**src/rtl/pgm_pkg.sv**
```systemverilog
package pgm_pkg;

    typedef enum logic [1:0] {
        CAUSE_NONE   = 2'd0,
        CAUSE_MULTI  = 2'd1,
        CAUSE_REPEAT = 2'd2,
        CAUSE_EARLY  = 2'd3
    } cause_e;

    typedef struct packed {
        cause_e cause;
        logic   consume;
        logic   record;
    } verdict_t;

    localparam int MAX_PRE = 16;

endpackage

```
**src/rtl/pgm_classifier.sv**
```systemverilog
module pgm_classifier
    import pgm_pkg::*;
#(
    parameter int N  = 4,
    parameter int CW = $clog2(N + 1)
) (
    input  logic [N-1:0]  pre_evt,
    input  logic          trig_evt,
    input  logic [N-1:0]  seen,
    input  logic          rearm_mode,
    output verdict_t      verdict,
    output logic [CW-1:0] src_code
);
    logic [N:0]    all_evt;
    logic          lone;
    logic          multi;
    logic          set_full;
    logic [CW-1:0] low_idx;

    assign all_evt  = {trig_evt, pre_evt};
    assign lone     = ($countones(all_evt) == 1);
    assign multi    = ($countones(all_evt) > 1);
    assign set_full = &seen;

    always_comb begin
        low_idx = CW'(N);
        for (int i = N - 1; i >= 0; i--) begin
            if (pre_evt[i]) low_idx = CW'(i);
        end
    end

    always_comb begin
        verdict.cause   = CAUSE_NONE;
        verdict.consume = 1'b0;
        verdict.record  = 1'b0;
        src_code        = low_idx;
        if (multi) begin
            verdict.cause = CAUSE_MULTI;
        end else if (lone && trig_evt) begin
            src_code = CW'(N);
            if (set_full) verdict.consume = rearm_mode;
            else          verdict.cause   = CAUSE_EARLY;
        end else if (lone) begin
            verdict.record = 1'b1;
            if (rearm_mode && |(pre_evt & seen)) verdict.cause = CAUSE_REPEAT;
        end
    end

endmodule

```
**src/rtl/pgm_seen_bank.sv**
```systemverilog
module pgm_seen_bank #(
    parameter int N = 4
) (
    input  logic         clk,
    input  logic         rst,
    input  logic [N-1:0] mark,
    input  logic         wipe,
    output logic [N-1:0] seen
);
    for (genvar g = 0; g < N; g++) begin : g_bit
        always_ff @(posedge clk) begin
            if (rst || wipe)  seen[g] <= 1'b0;
            else if (mark[g]) seen[g] <= 1'b1;
        end
    end

endmodule

```
**src/rtl/pgm_reporter.sv**
```systemverilog
module pgm_reporter
    import pgm_pkg::*;
#(
    parameter int CW = 3
) (
    input  logic          clk,
    input  logic          rst,
    input  logic          clr_viol,
    input  cause_e        cause,
    input  logic [CW-1:0] src_code,
    output logic          viol_flag,
    output logic          viol_pulse,
    output logic [1:0]    viol_kind,
    output logic [CW-1:0] viol_src
);
    logic hit;
    assign hit = (cause != CAUSE_NONE);

    always_ff @(posedge clk) begin
        if (rst) begin
            viol_flag  <= 1'b0;
            viol_pulse <= 1'b0;
            viol_kind  <= 2'd0;
            viol_src   <= '0;
        end else begin
            viol_pulse <= hit;
            viol_kind  <= hit ? cause : CAUSE_NONE;
            if (hit) viol_src <= src_code;
            if (hit)           viol_flag <= 1'b1;
            else if (clr_viol) viol_flag <= 1'b0;
        end
    end

endmodule

```
**src/rtl/prereq_gate_mon.sv**
```systemverilog
module prereq_gate_mon
    import pgm_pkg::*;
#(
    parameter int N  = 4,
    localparam int CW = $clog2(N + 1)
) (
    input  logic          clk,
    input  logic          rst,
    input  logic          rearm_mode,
    input  logic          clr_viol,
    input  logic [N-1:0]  pre_evt,
    input  logic          trig_evt,
    output logic          viol_flag,
    output logic          viol_pulse,
    output logic [1:0]    viol_kind,
    output logic [CW-1:0] viol_src
);
    verdict_t      verdict;
    logic [CW-1:0] src_code;
    logic [N-1:0]  seen_q;
    logic [N-1:0]  mark;

    if (N < 1 || N > MAX_PRE) begin : g_bad_n
        initial $error("prereq_gate_mon: N out of range");
    end

    assign mark = verdict.record ? pre_evt : '0;

    pgm_classifier #(.N(N), .CW(CW)) u_cls (
        .pre_evt    (pre_evt),
        .trig_evt   (trig_evt),
        .seen       (seen_q),
        .rearm_mode (rearm_mode),
        .verdict    (verdict),
        .src_code   (src_code)
    );

    pgm_seen_bank #(.N(N)) u_seen (
        .clk  (clk),
        .rst  (rst),
        .mark (mark),
        .wipe (verdict.consume),
        .seen (seen_q)
    );

    pgm_reporter #(.CW(CW)) u_rep (
        .clk        (clk),
        .rst        (rst),
        .clr_viol   (clr_viol),
        .cause      (verdict.cause),
        .src_code   (src_code),
        .viol_flag  (viol_flag),
        .viol_pulse (viol_pulse),
        .viol_kind  (viol_kind),
        .viol_src   (viol_src)
    );

endmodule

```
**config.mk**
```make
export PLATFORM = sky130hd
export DESIGN_NAME = prereq_gate_mon
export DESIGN_NICKNAME = d
export VERILOG_FILES = /design/src/rtl/pgm_pkg.sv /design/src/rtl/pgm_classifier.sv /design/src/rtl/pgm_seen_bank.sv /design/src/rtl/pgm_reporter.sv /design/src/rtl/prereq_gate_mon.sv
export SDC_FILE = /design/constraint.sdc
export NUM_CORES = 1
export LEC_CHECK = 0
export BUFFER_PORTS_ARGS = -buffer_cell sky130_fd_sc_hd__buf_2
export CAP_MARGIN = 10
export CORE_AREA = 8 8 45 47
export CTS_CLUSTER_DIAMETER = 40
export DETAILED_ROUTE_END_ITERATION = 10
export DIE_AREA = 0 0 53 55
export PLACE_DENSITY_LB_ADDON = 0.12
export SETUP_SLACK_MARGIN = 0.2
export SLEW_MARGIN = 20
export SYNTH_ARGS = -nofsm -noshare
export SYNTH_HDL_FRONTEND = slang
export SYNTH_SLANG_ARGS = --single-unit
```
**constraint.sdc**
```tcl
create_clock -name clk -period 4.35 [get_ports clk]
set_input_delay 1.0875 -clock clk [delete_from_list [all_inputs] [get_ports clk]]
set_output_delay 1.0875 -clock clk [all_outputs]
set_load 0.03 [all_outputs]
```
==> out/metrics.cfg <==
[cells_and_area]
final_cell_area_um2 = 734
fill_cells = 124
nets = 99
insertedDiodeCount = 0
final_cell_mix = buf_2 (15), dfxtp_1 (11), inv_1 (8), nor2_1 (6)
final_common_cell = buf_2
multi_input_area_um2 = 363
drive_gt1_share_pct = 26.8
regArea_um2 = 220
area_delta_synth_final_pct = 19.1

[cts]
numCtsBuffers = 3
htreeDepth = 1
clock_sinks = 11
ctsHoldBuffers = 0
clkSlewWorstSetupHoldPaths_ns = 0.07
cts_resized = 0
postCtsSetupRepairBufs = 0
max-clock-path-buffers = 2
clock_latency_ns = 0.26
cts_tree = done
root_buffer = clkbuf_4

[synth]
async_reset_ff_share_pct = 0
yosys_warnings = 0
synth_compound_area_share_pct = 16.2
synth_nets = 80
synth_xor_area_share_pct = 0
yosys.area_share.adder_pct = 16.6
synth-simple-area-share_pct = 21.1
syn_inst = 64
ys_seq_area_share_pct = 35.7
synth_edf_count = 0
yosysUniqueCellTypes = 24
synth_area_um2 = 617
synth_mux_area_share_pct = 4.87
syn_avg_cell_area_um2 = 9.64
synth_top_family_by_area = simple AND/OR/NAND/NOR gates
ys_ff_latch = 11
synthFlopType = dfxtp_1

[drt]
drt-pass1-iter-count = 4
num_vias = 487
wl_per_cell_um = 11.7
dr.first_iter.drc_count = 4
viasPerCell = 4.97
antenna_left = 0
routed_wirelength_mm = 1.15
drc_errors = 0

[power_and_ir_drop]
p_int_w = 0.000186
vdd_drop_max_mv = 0.217
powerDensity_mw_per_mm2 = 380
p_seq_share_pct = 41.8
p_sw_w = 0.0000930
p_leak_nw = 0.360
share_comb_of_total_power_pct = 34.7
p_clk_share_pct = 23.5
switching_share_pct = 33.3

[placement]
place.detailed.hpwl_um = 950
port_buffers = 15
place_area_um2 = 708
gp_congestion = 0.836

[timing]
period_share_pct = 82.2
post-route-min-period_ns = 3.57
rsz0062_at_grt = false
max_freq_mhz = 280
slew_headroom_pct = 70.2
fin_skew_ns = 0.00745
finalHoldViolations = 0
setup_violations = 0
finalSetupTns_ns = 0
finalMaxSlewViolations = 0
worstMarginPinSlew_ns = 0.444

[hold_path]
hold_end = u_rep.viol_flag
whs_path_depth = 2
hold_start = u_rep.viol_flag
hp-class = reg -> reg

[setup_path]
r2r_end = u_rep.viol_src[1]
reg2reg_from = u_seen.seen[2]
worst_setup_path_start_kind = primary input
end_kind = flip-flop
cp_data_required_time_ns = 4.49
worstSetupPathType = in -> reg
r2r_slack_ns = 2.91
worstPathArrival_ns = 3.71
crit_fanout = 5
reg2reg_depth = 4

[run]
drv_cap = 0

[floorplanning]
rows = 14
io-pin-count = 16
core_mm2 = 0.00138
die_height_um = 55
die_w_um = 53
initial_core_util_pct = 44.6
die-area_mm2 = 0.00292

[global_route]
grt_pass1_vias = 508
grt_max_degree = 11
grtUsageTotal_pct = 9.23
grt_pass1_wl_mm = 1.99
antenna_found_initial = 0
overflow = 0

[run_status]
outcome = completed

## per-layer routing
layer	track usage [%]	part of all wire, %
met5	0	0
met4	2.59	0
met2	16.0	46
met1	9.41	44
met3	5.08	9.8
## metrics by stage
| step | std cells | setup WS [ns] | hold slack (ns) | utilization (%) | power, W |
|---|---|---|---|---|---|
| finish | 98 | 0.776 | 0.467 | 53.1 | 0.000279 |
| global placement | 94 | 0.521 | 0.456 | 51.2 | 0.000216 |
| floorplan | 64 | 0.848 | 0.459 | - | 0.000192 |
| global route | 98 | 0.602 | 0.522 | 53.1 | 0.000302 |
| detailed placement | 94 | 0.506 | 0.462 | 51.2 | 0.000216 |
| CTS | 98 | 0.775 | 0.472 | 53.1 | 0.000284 |
## registers in the layout, indices dropped and copies added (netlist names)
| name | cells |
|---|---|
| u_rep.viol_pulse | 1 |
| u_rep.viol_flag | 1 |
| u_seen.seen | 4 |
| u_rep.viol_kind | 2 |
| u_rep.viol_src | 3 |
## Yosys cell counts (2+ instances only)
master     n  area [um2]
dfxtp_1   11         220
inv_1      8        30.0
nor2_1     6        22.5
a21oi_1    5        25.0
ha_1       5        62.6
nand2b_1   5        31.3
mux2i_1    3        30.0
nand2_1    3        11.3
a22oi_1    2        15.0
fa_1       2        40.0
## worst max-delay path by stage
stage                     from                 to  depth (start not counted)
floorplan           pre_evt[2]  u_rep.viol_src[0]                         11
global placement    pre_evt[3]  u_rep.viol_src[1]                         12
detailed placement  pre_evt[2]  u_rep.viol_src[1]                         12
CTS                 pre_evt[2]  u_rep.viol_src[1]                         12
global route        pre_evt[3]  u_rep.viol_src[1]                         12
finish              pre_evt[2]  u_rep.viol_src[1]                         12
## cell families (layout without fill, tap and decap cells)
family	Yosys count	after routing
muxes	3	3
DFF	11	11
and+or+nand+nor	21	21
buffers and inverters	9	27
AOI/OAI and AO/OA	13	13
adders and majority gates	7	7
## power by group through the flow
stage	registers, W	clock network (W)	logic, W
5_1_grt	0.000119	0.0000768	0.000107
4_1_cts	0.000117	0.0000693	0.0000978
2_1_floorplan	0.000137	0	0.0000555
3_3_place_gp	0.000119	0	0.0000969
3_5_place_dp	0.000119	0	0.0000974
6_report	0.000117	0.0000657	0.0000968
## cell type report
class	instances	area share, %
multi-input combinational	44	49.4
sequential	11	30.0
timing repair buffer	15	10.2
inverter	8	4.09
clock buffer	4	3.58
tap	16	2.73
## critical path, cell delays in order
cell      delay [ns]
buf_2           0.11
inv_1           0.07
ha_1            0.28
inv_1           0.04
fa_1            0.47
inv_1           0.04
ha_1            0.17
fa_1            0.51
nand2b_1        0.20
nor3_2          0.35
a31oi_4         0.20
mux2i_1         0.16
No activity file was read; power rests on OpenSTA's default activity.
